[src/rtl/epp_host_pkg.sv]
package epp_host_pkg;

  localparam logic [2:0] OFS_LATCH  = 3'd0;
  localparam logic [2:0] OFS_STATUS = 3'd1;
  localparam logic [2:0] OFS_CTRL   = 3'd2;
  localparam logic [2:0] OFS_ADDR   = 3'd3;

  localparam int NUM_PORTS = 4;

  typedef enum logic [2:0] {
    ST_IDLE,
    ST_SETUP,
    ST_STROBE,
    ST_HOLD,
    ST_END,
    ST_ABORT
  } cycState_e;

  // strobes from control to datapath
  typedef struct packed {
    logic       hostWr;      // store bus byte into hostAddr register
    logic [2:0] hostAddr;
    logic       capture;     // store pdIn into target register
    logic [2:0] target;      // register serviced by current cycle
    logic       clrTimeout;
    logic       setTimeout;
  } ctrlStb_t;

endpackage

[src/rtl/epp_host_ctrl.sv]
module epp_host_ctrl
  import epp_host_pkg::*;
#(
  parameter int TIMEOUT_CYC = 500
) (
  input  logic       clk,
  input  logic       rstN,
  input  logic [2:0] busAddr,
  input  logic       busWrN,
  input  logic       busRdN,
  input  logic       waitIn,
  input  logic       legacyMode,
  input  logic       dirRev,
  output ctrlStb_t   stb,
  output logic       cycBusy,
  output logic       cycWriteN,
  output logic       cycAddrStbN,
  output logic       cycDataStbN,
  output logic       cycDrive,
  output logic       liveRead,
  output logic       busRdy
);

  localparam int TW = $clog2(TIMEOUT_CYC + 1);
  localparam logic [TW-1:0] LAST_TICK = TW'(TIMEOUT_CYC - 1);

  cycState_e state, stateNext;
  logic wrQ, rdQ;
  logic isRead;
  logic [2:0] targetQ;
  logic [TW-1:0] timer;

  logic eppReg, wrFall, rdFall, startWr, startRd, hostRel, strobeLow, timedOut;

  assign eppReg  = (busAddr == OFS_ADDR) || busAddr[2];
  assign wrFall  = wrQ && !busWrN;
  assign rdFall  = rdQ && !busRdN;
  assign startWr = (state == ST_IDLE) && wrFall && eppReg && !(legacyMode && dirRev);
  assign startRd = (state == ST_IDLE) && rdFall && eppReg && !(legacyMode && !dirRev);
  assign hostRel = isRead ? busRdN : busWrN;
  assign timedOut = (state == ST_STROBE) && !waitIn && (timer == LAST_TICK);

  always_ff @(posedge clk or negedge rstN) begin
    if (!rstN) begin
      wrQ <= 1'b1;
      rdQ <= 1'b1;
    end else begin
      wrQ <= busWrN;
      rdQ <= busRdN;
    end
  end

  always_comb begin
    stateNext = state;
    case (state)
      ST_IDLE:   if (startWr || startRd) stateNext = ST_SETUP;
      ST_SETUP:  stateNext = ST_STROBE;
      ST_STROBE: begin
        if (waitIn)        stateNext = ST_HOLD;
        else if (timedOut) stateNext = ST_ABORT;
      end
      ST_HOLD:   if (hostRel) stateNext = ST_END;
      ST_END:    stateNext = ST_IDLE;
      ST_ABORT:  if (hostRel) stateNext = ST_IDLE;
      default:   stateNext = ST_IDLE;
    endcase
  end

  always_ff @(posedge clk or negedge rstN) begin
    if (!rstN) begin
      state   <= ST_IDLE;
      isRead  <= 1'b0;
      targetQ <= OFS_ADDR;
      timer   <= '0;
    end else begin
      state <= stateNext;
      if (startWr || startRd) begin
        isRead  <= startRd;
        targetQ <= busAddr;
        timer   <= '0;
      end else if ((state == ST_SETUP || state == ST_STROBE) && timer != LAST_TICK) begin
        timer <= timer + 1'b1;
      end
    end
  end

  always_comb begin
    stb.hostWr     = (state == ST_IDLE) && wrFall;
    stb.hostAddr   = busAddr;
    stb.capture    = (state == ST_HOLD) && isRead && hostRel;
    stb.target     = targetQ;
    stb.clrTimeout = startWr || startRd;
    stb.setTimeout = timedOut;
  end

  assign strobeLow   = (state == ST_STROBE) || (state == ST_HOLD);
  assign cycBusy     = (state != ST_IDLE);
  assign cycWriteN   = !(!isRead && (state == ST_SETUP || strobeLow));
  assign cycAddrStbN = !(strobeLow && targetQ == OFS_ADDR);
  assign cycDataStbN = !(strobeLow && targetQ != OFS_ADDR);
  assign cycDrive    = !isRead;
  assign liveRead    = (state == ST_HOLD) && isRead;
  assign busRdy      = !((state == ST_SETUP || state == ST_STROBE) && !waitIn);

  AST_ABORT_RELEASES: assert property (@(posedge clk) disable iff (!rstN)
    stb.setTimeout |=> (busRdy && cycAddrStbN && cycDataStbN));

  AST_LEGACY_FWD_READ_STAYS: assert property (@(posedge clk) disable iff (!rstN)
    (state == ST_IDLE && rdFall && eppReg && legacyMode && !dirRev) |=> (state == ST_IDLE));

endmodule

[src/rtl/epp_host_dpath.sv]
module epp_host_dpath
  import epp_host_pkg::*;
(
  input  logic       clk,
  input  logic       rstN,
  input  ctrlStb_t   stb,
  input  logic [2:0] busAddr,
  input  logic [7:0] busWrData,
  input  logic [7:0] pdIn,
  input  logic       waitIn,
  input  logic       cycBusy,
  input  logic       cycWriteN,
  input  logic       cycAddrStbN,
  input  logic       cycDataStbN,
  input  logic       cycDrive,
  input  logic       liveRead,
  output logic [7:0] busRdData,
  output logic [7:0] pdOut,
  output logic       pdOe,
  output logic       writeN,
  output logic       addrStbN,
  output logic       dataStbN,
  output logic       initN,
  output logic       dirRev
);

  localparam logic [7:0] CTRL_RESET = 8'h20;

  logic [7:0] latchReg, ctrlReg, addrReg;
  logic [7:0] portReg [NUM_PORTS];
  logic       toFlag;
  logic [7:0] statusByte, tgtVal, regView;

  always_ff @(posedge clk or negedge rstN) begin
    if (!rstN) begin
      latchReg <= '0;
      ctrlReg  <= CTRL_RESET;
      addrReg  <= '0;
    end else begin
      if (stb.hostWr && stb.hostAddr == OFS_LATCH) latchReg <= busWrData;
      if (stb.hostWr && stb.hostAddr == OFS_CTRL)  ctrlReg  <= busWrData;
      if (stb.hostWr && stb.hostAddr == OFS_ADDR)  addrReg  <= busWrData;
      else if (stb.capture && stb.target == OFS_ADDR) addrReg <= pdIn;
    end
  end

  for (genvar g = 0; g < NUM_PORTS; g++) begin : gPort
    localparam logic [2:0] MY_OFS = 3'(4 + g);
    always_ff @(posedge clk or negedge rstN) begin
      if (!rstN)                                  portReg[g] <= '0;
      else if (stb.hostWr && stb.hostAddr == MY_OFS) portReg[g] <= busWrData;
      else if (stb.capture && stb.target == MY_OFS)  portReg[g] <= pdIn;
    end
  end

  always_ff @(posedge clk or negedge rstN) begin
    if (!rstN)               toFlag <= 1'b0;
    else if (stb.setTimeout) toFlag <= 1'b1;
    else if (stb.clrTimeout) toFlag <= 1'b0;
  end

  assign statusByte = {!cycBusy, waitIn, 5'b0, toFlag};
  assign tgtVal = (stb.target == OFS_ADDR) ? addrReg : portReg[stb.target[1:0]];

  always_comb begin
    case (busAddr)
      OFS_LATCH:  regView = latchReg;
      OFS_STATUS: regView = statusByte;
      OFS_CTRL:   regView = ctrlReg;
      OFS_ADDR:   regView = addrReg;
      default:    regView = portReg[busAddr[1:0]];
    endcase
  end

  assign busRdData = (liveRead && busAddr == stb.target) ? pdIn : regView;

  assign pdOut    = cycBusy ? tgtVal      : latchReg;
  assign pdOe     = cycBusy ? cycDrive    : !ctrlReg[5];
  assign writeN   = cycBusy ? cycWriteN   : !ctrlReg[0];
  assign dataStbN = cycBusy ? cycDataStbN : !ctrlReg[1];
  assign addrStbN = cycBusy ? cycAddrStbN : !ctrlReg[3];
  assign initN    = ctrlReg[2];
  assign dirRev   = ctrlReg[5];

  AST_CAPTURE_IN_READ: assert property (@(posedge clk) disable iff (!rstN)
    stb.capture |-> (cycWriteN && !cycDrive));

endmodule

[src/rtl/epp_host_port.sv]
module epp_host_port
  import epp_host_pkg::*;
#(
  parameter int TIMEOUT_CYC = 500
) (
  input  logic       clk,
  input  logic       rstN,
  input  logic       legacyMode,
  input  logic [2:0] busAddr,
  input  logic [7:0] busWrData,
  output logic [7:0] busRdData,
  input  logic       busWrN,
  input  logic       busRdN,
  output logic       busRdy,
  output logic [7:0] pdOut,
  output logic       pdOe,
  input  logic [7:0] pdIn,
  output logic       writeN,
  output logic       addrStbN,
  output logic       dataStbN,
  output logic       initN,
  input  logic       waitIn
);

  ctrlStb_t stb;
  logic cycBusy, cycWriteN, cycAddrStbN, cycDataStbN, cycDrive, liveRead, dirRev;

  epp_host_ctrl #(.TIMEOUT_CYC(TIMEOUT_CYC)) ctrl_i (
    .clk(clk), .rstN(rstN), .busAddr(busAddr), .busWrN(busWrN), .busRdN(busRdN),
    .waitIn(waitIn), .legacyMode(legacyMode), .dirRev(dirRev), .stb(stb),
    .cycBusy(cycBusy), .cycWriteN(cycWriteN), .cycAddrStbN(cycAddrStbN),
    .cycDataStbN(cycDataStbN), .cycDrive(cycDrive), .liveRead(liveRead), .busRdy(busRdy)
  );

  epp_host_dpath dpath_i (
    .clk(clk), .rstN(rstN), .stb(stb), .busAddr(busAddr), .busWrData(busWrData),
    .pdIn(pdIn), .waitIn(waitIn), .cycBusy(cycBusy), .cycWriteN(cycWriteN),
    .cycAddrStbN(cycAddrStbN), .cycDataStbN(cycDataStbN), .cycDrive(cycDrive),
    .liveRead(liveRead), .busRdData(busRdData), .pdOut(pdOut), .pdOe(pdOe),
    .writeN(writeN), .addrStbN(addrStbN), .dataStbN(dataStbN), .initN(initN),
    .dirRev(dirRev)
  );

  AST_RDY_LOW_NEEDS_WAIT_LOW: assert property (@(posedge clk) disable iff (!rstN)
    !busRdy |-> !waitIn);

  AST_PD_STABLE_UNDER_STROBE: assert property (@(posedge clk) disable iff (!rstN)
    (cycBusy && !(addrStbN && dataStbN) && $past(cycBusy && !(addrStbN && dataStbN)))
      |-> ($stable(pdOut) && $stable(pdOe)));

  AST_WRITE_SETTLED_BEFORE_ASTB: assert property (@(posedge clk) disable iff (!rstN)
    (cycBusy && $fell(addrStbN)) |-> $stable(writeN));

  AST_READ_NO_DRIVE: assert property (@(posedge clk) disable iff (!rstN)
    (cycBusy && !dataStbN && writeN) |-> !pdOe);

endmodule

[config.mk]
export PLATFORM = sky130hd
export DESIGN_NAME = epp_host_port
export DESIGN_NICKNAME = d
export VERILOG_FILES = /design/src/rtl/epp_host_pkg.sv /design/src/rtl/epp_host_ctrl.sv /design/src/rtl/epp_host_dpath.sv /design/src/rtl/epp_host_port.sv
export SDC_FILE = /design/constraint.sdc
export NUM_CORES = 1
export LEC_CHECK = 0
export BUFFER_PORTS_ARGS = -buffer_cell sky130_fd_sc_hd__buf_2
export CAP_MARGIN = 5
export CORE_MARGIN = 3
export CORE_UTILIZATION = 35
export CTS_BUF_LIST = sky130_fd_sc_hd__clkbuf_4
export CTS_CLUSTER_SIZE = 10
export DETAILED_ROUTE_END_ITERATION = 10
export PLACE_DENSITY = 0.55
export SYNTH_ARGS = -nofsm -noshare
export SYNTH_HDL_FRONTEND = slang
export SYNTH_SLANG_ARGS = --single-unit
[constraint.sdc]
create_clock -name clk -period 1.9 [get_ports clk]
set_clock_uncertainty 0.05 [all_clocks]
set_input_delay 0.095 -clock clk [delete_from_list [all_inputs] [get_ports clk]]
set_output_delay 0.095 -clock clk [all_outputs]
set_load 0.05 [all_outputs]
==> results of run 1 <==
## sequential cells by signal, indices dropped and copies added, names as in the netlist
signal and count:
dpath_i.toFlag 1, dpath_i.ctrlReg 8, ctrl_i.targetQ 3, dpath_i.addrReg 8, ctrl_i.state 3, dpath_i.portReg 32
ctrl_i.rdQ 1, ctrl_i.timer 9, ctrl_i.isRead 1, ctrl_i.wrQ 1, dpath_i.latchReg 8
## kinds of logic (layout without fill, tap and decap cells)
| family | Yosys count | in the layout | synth area share (%) |
|---|---|---|---|
| simple gates | 131 | 133 | 16.7 |
| mux | 94 | 94 | 26.0 |
| compound gates | 83 | 83 | 10.3 |
| flops | 75 | 75 | 40.5 |
| buf+inv | 33 | 161 | 3.96 |
| xor+xnor | 12 | 12 | 2.26 |
| fa+ha+maj | 1 | 1 | 0.269 |
| other cells | 0 | 1 | 0 |
## worst max-delay path, stage by stage (launching register included)
cell     delay [ns]
dfstp_2        0.62
buf_12         0.15
mux4_2         0.50
mux2i_1        0.17
o21ai_2        0.11
buf_6          0.16
## timing repair
item,CTS,global route
hold buffers,22,0
pin swaps,7,23
buffers inserted,5,6
setup endpoints to repair,43,92
endpoints found under the hold margin,137,0
resized for setup,91,77
cloned,0,5
## through the flow
step / setup WS, ns / hold WS, ns / util [%] / cell area [um^2] / instances
3_5_place_dp: -0.0233 / -0.0461 / 43.5 / 5560 / 677
5_1_grt: -0.484 / 0.120 / 51.5 / 6580 / 732
6_report: -0.420 / 0.125 / 51.5 / 6580 / 732
2_1_floorplan: -0.246 / -0.251 / - / 4750 / 429
3_3_place_gp: -0.0427 / -0.0461 / 43.5 / 5560 / 677
4_1_cts: -0.431 / 0.0857 / 48.6 / 6210 / 720
## cells in the final DEF (no fill, tap or decap), drive strengths merged, types with 2 or more instances in the layout
| cell type | count |
|---|---|
| a21oi | 14 |
| a221oi | 5 |
| a22o | 2 |
| a22oi | 2 |
| buf | 114 |
| clkbuf | 13 |
| clkinv | 4 |
| dfrtp | 70 |
| dfstp | 5 |
| dlygate4sd3 | 22 |
| inv | 7 |
| mux2 | 23 |
| mux2i | 52 |
| mux4 | 19 |
| nand2 | 59 |
| nand2b | 2 |
| nand3 | 5 |
| nand3b | 4 |
| nand4b | 2 |
| nor2 | 25 |
| nor2b | 5 |
| nor3 | 7 |
| nor4 | 6 |
| nor4b | 3 |
| o21ai | 49 |
| o31ai | 6 |
| or2 | 3 |
| or3 | 3 |
| or4 | 3 |
| xnor2 | 9 |
| xor2 | 3 |
## area by class of cell
class,instances,area (um^2),share of cell area (%)
Inverter,7,26.3,0.399
Tap cell,172,215,3.27
Clock inverter,5,45.0,0.684
Clock buffer,11,82.6,1.25
Antenna cell,1,2.50,0.0380
Sequential cell,75,1890,28.7
Timing Repair Buffer,138,1300,19.8
Multi-Input combinational cell,323,3020,45.9
## how the worst min path moves through the flow
stage | to | slack (ns) | start
after floorplan | ctrl_i.isRead | -0.25 | rstN
after global placement | ctrl_i.timer[8] | -0.05 | rstN
after detailed placement | ctrl_i.timer[8] | -0.05 | rstN
after CTS | ctrl_i.targetQ[2] | 0.09 | busAddr[2]
after global routing | ctrl_i.targetQ[2] | 0.12 | busAddr[2]
final | ctrl_i.targetQ[2] | 0.12 | busAddr[2]
## power groups by stage
stage,clock network [mW],registers [mW],logic (mW)
6_report,1.01,2.97,5.99
5_1_grt,1.10,3.07,6.35
4_1_cts,1.03,2.94,5.54
3_5_place_dp,0,2.96,4.78
3_3_place_gp,0,2.92,4.72
2_1_floorplan,0,2.79,3.50
## layer usage
metal | track usage (%) | wire length [um] | vias to the layer above
li1 | - | - | 1840
met1 | 27.4 | 6480 | 1968
met2 | 31.6 | 7000 | 115
met3 | 2.89 | 703 | 27
met4 | 7.56 | 379 | 0
met5 | 0 | 0 | -
==> impl_metrics.ini, run 1 <==
[routing]
drt-vias-per-instance = 5.40
vias = 3950
drt-total-wl_um = 14600
route.detailed.drc = 0
ant_nets = 0
firstDrtPassIters = 5
route.detailed.wl_per_inst_um = 19.9
drt_iter0_markers = 283

[critical_path]
critical_path.max_fanout = 7
r2r_slack_ns = -0.14
cp-start-kind = flop
critPathCaptureType = output port
rr_startpoint = ctrl_i.state[0]
crit_type = flop to output port
rr_endpoint = dpath_i.addrReg[7]
crit_start = ctrl_i.targetQ[0]
crit_path_end = pdOut[0]
cp.required_ns = 1.75
worstRegToRegCells = 6
worstPathArrival_ns = 2.18

[power]
switching_share_pct = 44.4
power_leakage_nw = 2.75
sequentialPowerShare_pct = 29.8
comb_power_share_pct = 60.1
cellPowerDensity_mw_per_mm2 = 1510
power.ir.vdd_worst_mv = 0.814
clkPwrFrac_pct = 10.1
p_total_mw = 9.97
internal_power_mw = 5.54
switchingPower_mw = 4.43

[clock_tree]
clk_pin_slew_ns = 0.13
clk_latency_ns = 0.46
tritoncts = built
clockRootBuffer = clkbuf_4
numCtsBuffers = 9
clockBufferDepth = 2
clock_sink_count = 75
cts.htree.levels = 3

[timing]
setup_viol = 73
tns_ns = -9.64
slew_violations = 0
setup_ws_ns = -0.420
tightest_slew_ns = 0.725
fin_crit_ns = 2.32
period_share_pct = 122
clock.fmax_ghz = 0.431
relSlewSlack_pct = 51.5
finalHoldViolCount = 0
rsz0062_at_grt = yes

[yosys]
synthTopCellsByArea = dfrtp_1, mux2i_1, mux4_2
syn_nets = 455
synth-seq-cells = 75
synth_top_area_cell = dfrtp_1
yosys_warnings = 0
synth_common_cells = dfrtp_1, nand2_1, mux2i_1
yosys_most_used_dff = dfrtp_1
synth.cell_area_mm2 = 0.00465
ys_async_sr_fraction_pct = 100
synth_top_area_share_pct = 37.7
synth_area_per_cell_um2 = 10.8
synthCells = 429
yosysSeqAreaShare_pct = 40.5
synth_cell_types = 58
synth_edf_count = 0
synth.most_common_cell = dfrtp_1

[global_routing]
overflow = 0
grt_pass1_wl_um = 22100
first_global_vias = 3898
grt_max_degree = 40
grt_use_total_pct = 19.8
antenna_found_initial = 1

[die]
dieArea_mm2 = 0.0147
initial_core_util_pct = 36.4
die_y_um = 121
rows = 41
core-area_mm2 = 0.0128
boundaryPins = 47
die_x_um = 121

[place]
io_buffer_count = 46
dp_hpwl_um = 9790
place.gp.congestion = 0.825

[worst_hold_path]
hold_class = input port to flop
hold_depth = 3

[cells_and_area]
fill_cells = 1119
area_growth_pct = 41.7
drive_above_1_share_pct = 47.9
finalNetCount = 580

[run_status]
outcome = finished, violations left
failed_checks = negative setup slack

[flow_run]
drv_cap = 0
Power figures use the tool's default switching activity.
==> run 2, diff against run 1 <==
--- a/config.mk
+++ b/config.mk
@@ -13,6 +13,7 @@
 export CTS_CLUSTER_SIZE = 10
 export DETAILED_ROUTE_END_ITERATION = 10
 export PLACE_DENSITY = 0.55
+export SKIP_CTS_REPAIR_TIMING = 1
 export SYNTH_ARGS = -nofsm -noshare
 export SYNTH_HDL_FRONTEND = slang
 export SYNTH_SLANG_ARGS = --single-unit
==> run 2 against run 1 <==
Effect of this change: the flow finishes with violations (negative hold slack, negative setup slack); largest cell class unchanged; cell area shrank 3.7%; wire length is 5.9% lower; highest routed layer unchanged; non-clock buffer count decreased by 6; final cell count fell by 1.1%; setup slack got worse by 0.0014 ns; first-iteration DRC count decreased by 25%; utilization down 1.9 points; sequential cell count is the same; sequential power about the same.
==> impl_metrics.ini, run 2 (same netlist as run 1, synthesis figures left out) <==
[power]
cellPowerDensity_mw_per_mm2 = 1520
switching_share_pct = 44.2
power.ir.vdd_worst_mv = 0.805
comb_power_share_pct = 58.8
switchingPower_mw = 4.25
power_leakage_nw = 2.62
sequentialPowerShare_pct = 30.8
internal_power_mw = 5.36
clkPwrFrac_pct = 10.4

[die]
die_y_um = 121
die_x_um = 121
dieArea_mm2 = 0.0147
boundaryPins = 47
initial_core_util_pct = 36.4
rows = 41
core-area_mm2 = 0.0128

[global_routing]
grt_max_degree = 40
overflow = 0
grt_use_total_pct = 19.2
grt_pass1_wl_um = 21400
antenna_found_initial = 1
first_global_vias = 3782

[flow_run]
drv_cap = 0

[timing]
clock.fmax_ghz = 0.431
fin_crit_ns = 2.32
setup_viol = 33
relSlewSlack_pct = 64.5
tightest_slew_ns = 0.520
setup_ws_ns = -0.422
slew_violations = 0
finalHoldViolCount = 8
rsz0062_at_grt = yes
period_share_pct = 122
hold_ws_ns = -0.00855

[critical_path]
crit_start = ctrl_i.targetQ[0]
worstPathArrival_ns = 2.18
cp-start-kind = flop
critical_path.top_delay_family = multiplexers
path_cells = buf_12 > mux4_2 > mux2i_1 > o21ai_1 > buf_6
cp_slowest_cell = dfstp_2
worst-path-buf-inv = 2
cp.required_ns = 1.75
critical_path.max_fanout = 8
cpPeakStageDelay_ns = 0.61
crit_type = flop to output port
rr_startpoint = ctrl_i.state[1]
critPathCaptureType = output port

[cells_and_area]
final_cell_mix = dfrtp_1, mux2i_1, nand2_1
multi_input_area_mm2 = 0.00285
final_common_cell = dfrtp_1
finalNetCount = 572
top_register = dpath_i.portReg
register_area_mm2 = 0.00188
largest_reg_flops = 32
fin_util_pct = 49.6
fill_cells = 1153
drive_above_1_share_pct = 41.7
area_growth_pct = 36.4
reg_top3 = dpath_i.portReg (32), ctrl_i.timer (9)

[clock_tree]
clk_pin_slew_ns = 0.13
numCtsBuffers = 9
cts.htree.levels = 3
clk_latency_ns = 0.46
clock_sink_count = 75
tritoncts = built
clockBufferDepth = 2
clockRootBuffer = clkbuf_4

[place]
io_buffer_count = 46
place.gp.congestion = 0.825
dp_hpwl_um = 9790

[routing]
drt-vias-per-instance = 5.25
vias = 3801
drt_iter0_markers = 212
drt-total-wl_um = 13700
route.detailed.drc = 0
ant_nets = 0
route.detailed.wl_per_inst_um = 18.9
firstDrtPassIters = 4

[worst_hold_path]
hold_class = input port to asynchronous set/reset pin

[run_status]
failed_checks = negative hold slack, negative setup slack
outcome = finished, violations left
## run 2: final timing paths
| path | end | slack (ns) | depth (start not counted) |
|---|---|---|---|
| min in group clk | dpath_i.portReg[6] | -0.01 | 3 |
| hold / removal | ctrl_i.state[0] | -0.009 | 2 |
| max in group asynchronous | ctrl_i.targetQ[1] | 1.24 | 3 |
| setup reg to reg | dpath_i.portReg[14] | -0.04 | 7 |
| hold reg to reg | dpath_i.ctrlReg[6] | 0.46 | 1 |
| setup / recovery | pdOut[3] | -0.42 | 5 |
## run 2: metrics by stage
| step | std cells | setup TNS [ns] | total power, mW | cell area (um^2) | worst slack [ns] |
|---|---|---|---|---|---|
| 2_1_floorplan | 429 | -2.92 | 6.29 | 4750 | -0.246 |
| 6_report | 724 | -6.51 | 9.61 | 6340 | -0.422 |
| 4_1_cts | 693 | -9.83 | 8.75 | 5690 | -0.556 |
| 5_1_grt | 724 | -10.75 | 10.2 | 6340 | -0.516 |
| 3_5_place_dp | 677 | -0.0615 | 7.74 | 5560 | -0.0233 |
| 3_3_place_gp | 677 | -0.223 | 7.64 | 5560 | -0.0427 |
## run 2: power groups by stage
stage                     clock (mW)  combinational, mW  sequential, mW
after floorplan                    0               3.50            2.79
after global placement             0               4.72            2.92
after detailed placement           0               4.78            2.96
after CTS                       1.03               4.78            2.94
after global routing            1.10               6.03            3.07
final                           1.00               5.65            2.96
## run 2: final cells by class
| class | count | share of cell area [%] |
|---|---|---|
| inverter | 7 | 0.415 |
| clock buffer | 11 | 1.30 |
| multi-input combinational | 321 | 45.0 |
| sequential | 75 | 29.7 |
| antenna | 1 | 0.0395 |
| tap | 172 | 3.40 |
| clock inverter | 5 | 0.711 |
| timing repair buffer | 132 | 19.4 |
## run 2: layer usage
metal	up-vias	share of wire (%)	track usage, %
met2	80	48	30.1
met1	1892	46	26.8
met5	-	0	0
met4	0	1.7	7.56
li1	1813	-	-
met3	16	4.2	3.08
==> run 3, diff against run 2 <==
--- a/config.mk
+++ b/config.mk
@@ -5,14 +5,14 @@
 export SDC_FILE = /design/constraint.sdc
 export NUM_CORES = 1
 export LEC_CHECK = 0
-export BUFFER_PORTS_ARGS = -buffer_cell sky130_fd_sc_hd__buf_2
 export CAP_MARGIN = 5
 export CORE_MARGIN = 3
 export CORE_UTILIZATION = 35
 export CTS_BUF_LIST = sky130_fd_sc_hd__clkbuf_4
 export CTS_CLUSTER_SIZE = 10
 export DETAILED_ROUTE_END_ITERATION = 10
-export PLACE_DENSITY = 0.55
+export DONT_BUFFER_PORTS = 1
+export PLACE_DENSITY = 0.52
 export SKIP_CTS_REPAIR_TIMING = 1
 export SYNTH_ARGS = -nofsm -noshare
 export SYNTH_HDL_FRONTEND = slang
==> run 3 against run 2 <==
Effect of this change: the run still ends with negative hold slack, negative setup slack left; hold slack got worse by 0.015 ns; clock power increased by 15%; critical path type unchanged; critical endpoint is now busRdData[1]; sequential power about the same; register-to-register slack got worse by 0.04 ns.
==> impl_metrics.ini, run 3 (same netlist as run 1, synthesis figures left out) <==
[clock_tree]
cts.htree.levels = 3
clockBufferDepth = 2
clock_sink_count = 75
numCtsBuffers = 9
tritoncts = built
clk_pin_slew_ns = 0.14
clk_latency_ns = 0.47
clockRootBuffer = clkbuf_4

[die]
initial_core_util_pct = 36.4
die_x_um = 121
rows = 41
core-area_mm2 = 0.0128
die_y_um = 121
dieArea_mm2 = 0.0147
boundaryPins = 47

[critical_path]
cp-start-kind = flop
rr_startpoint = ctrl_i.state[0]
worstPathArrival_ns = 2.19
crit_start = ctrl_i.targetQ[0]
rr_endpoint = dpath_i.ctrlReg[7]
r2r_slack_ns = -0.08
critical_path.max_fanout = 12
crit_path_end = busRdData[1]
worstRegToRegCells = 5
crit_type = flop to output port
critPathCaptureType = output port
cp.required_ns = 1.75

[place]
pre_cts_ws_ns = -0.0123
place_area_mm2 = 0.00550
dp_hpwl_um = 9090
place.gp.congestion = 0.833
placed_cells = 640
io_buffer_count = 0

[timing]
relSlewSlack_pct = 63.5
tns_ns = -7.97
fin_crit_ns = 2.34
setup_viol = 40
setup_ws_ns = -0.438
hold_ws_ns = -0.0236
clock.fmax_ghz = 0.428
finalHoldViolCount = 1
period_share_pct = 123
slew_violations = 0
tightest_slew_ns = 0.547
rsz0062_at_grt = yes

[global_routing]
grt_use_total_pct = 19.0
antenna_found_initial = 0
overflow = 0
first_global_vias = 3655
grt_pass1_wl_um = 21000
grt_max_degree = 76

[routing]
drt-total-wl_um = 13900
firstDrtPassIters = 5
wl_met2_um = 6700
drt-met1-wl_um = 6410
drt_iter0_markers = 230
route.detailed.wl_per_inst_um = 20.2
vias = 3704
route.detailed.drc = 0
wl_met3_um = 580
drt-vias-per-instance = 5.38
ant_nets = 0
highest_layer = met4

[run_status]
failed_checks = negative hold slack, negative setup slack
outcome = finished, violations left

[power]
power.ir.vdd_worst_mv = 0.739
cellPowerDensity_mw_per_mm2 = 1580
p_total_mw = 9.68
power_leakage_nw = 2.46

[worst_hold_path]
hold_class = input port to flop

[cells_and_area]
multi_input_area_mm2 = 0.00279
fin_cells = 688
fill_cells = 1198
area_growth_pct = 31.8
design_area_mm2 = 0.00612
final_cell_mix = dfrtp_1, nand2_1, mux2i_1
fin_util_pct = 47.9
largest_reg_flops = 32
register_area_mm2 = 0.00188
finalNetCount = 537
reg_top3 = dpath_i.portReg (32), ctrl_i.timer (9)
top_register = dpath_i.portReg
final_common_cell = dfrtp_1
antenna_cells = 0
drive_above_1_share_pct = 35.1

[flow_run]
drv_cap = 0
==> run 3: cell types whose count changed in the layout (fill, tap and decap cells not counted), sizes merged <==
cell         before  now
buf             111   72
dlygate4sd3      20   24
bufinv            1    2
clkinv            4    3
clkbuf           12   10
or4               2    3
diode             1    0
clkinvlp          0    1
==> run 3: layout make-up <==
type	instances	share of cell area (%)
Sequential cell	75	30.8
Timing Repair Buffer	96	17.2
Clock buffer	10	1.23
Tap cell	172	3.51
Clock inverter	6	1.31
Inverter	7	0.429
Multi-Input combinational cell	322	45.5
==> run 3: critical path, stage by stage, from the launching register on <==
cell     delay, ns
dfstp_2       0.63
xor2_1        0.12
nor4_4        0.39
buf_12        0.21
nand2_1       0.10
o31ai_4       0.07
buf_6         0.19
==> run 3: how the worst min path moves through the flow <==
| stage | from | end | slack [ns] | cells after the start |
|---|---|---|---|---|
| 4_1_cts | rstN | dpath_i.latchReg[2] | -0.77 | 0 |
| 2_1_floorplan | rstN | ctrl_i.isRead | -0.25 | 0 |
| 6_report | busAddr[2] | ctrl_i.state[0] | -0.02 | 4 |
| 5_1_grt | busAddr[2] | ctrl_i.state[0] | 0.03 | 4 |
| 3_3_place_gp | rstN | dpath_i.portReg[26] | -0.25 | 0 |
| 3_5_place_dp | rstN | dpath_i.portReg[26] | -0.25 | 0 |
==> run 3: report_power, final <==
group,leakage (nW),switching [mW],internal (mW)
combinational,1.43,2.94,2.65
clock,0.0815,0.617,0.537
sequential,0.956,0.616,2.32
total,2.46,4.17,5.50
==> run 3: metal layers <==
| metal | track usage [%] | up-vias |
|---|---|---|
| met4 | 7.77 | 0 |
| met5 | 0 | - |
| met1 | 26.0 | 1862 |
| met3 | 3.82 | 18 |
| li1 | - | 1747 |
| met2 | 29.7 | 77 |
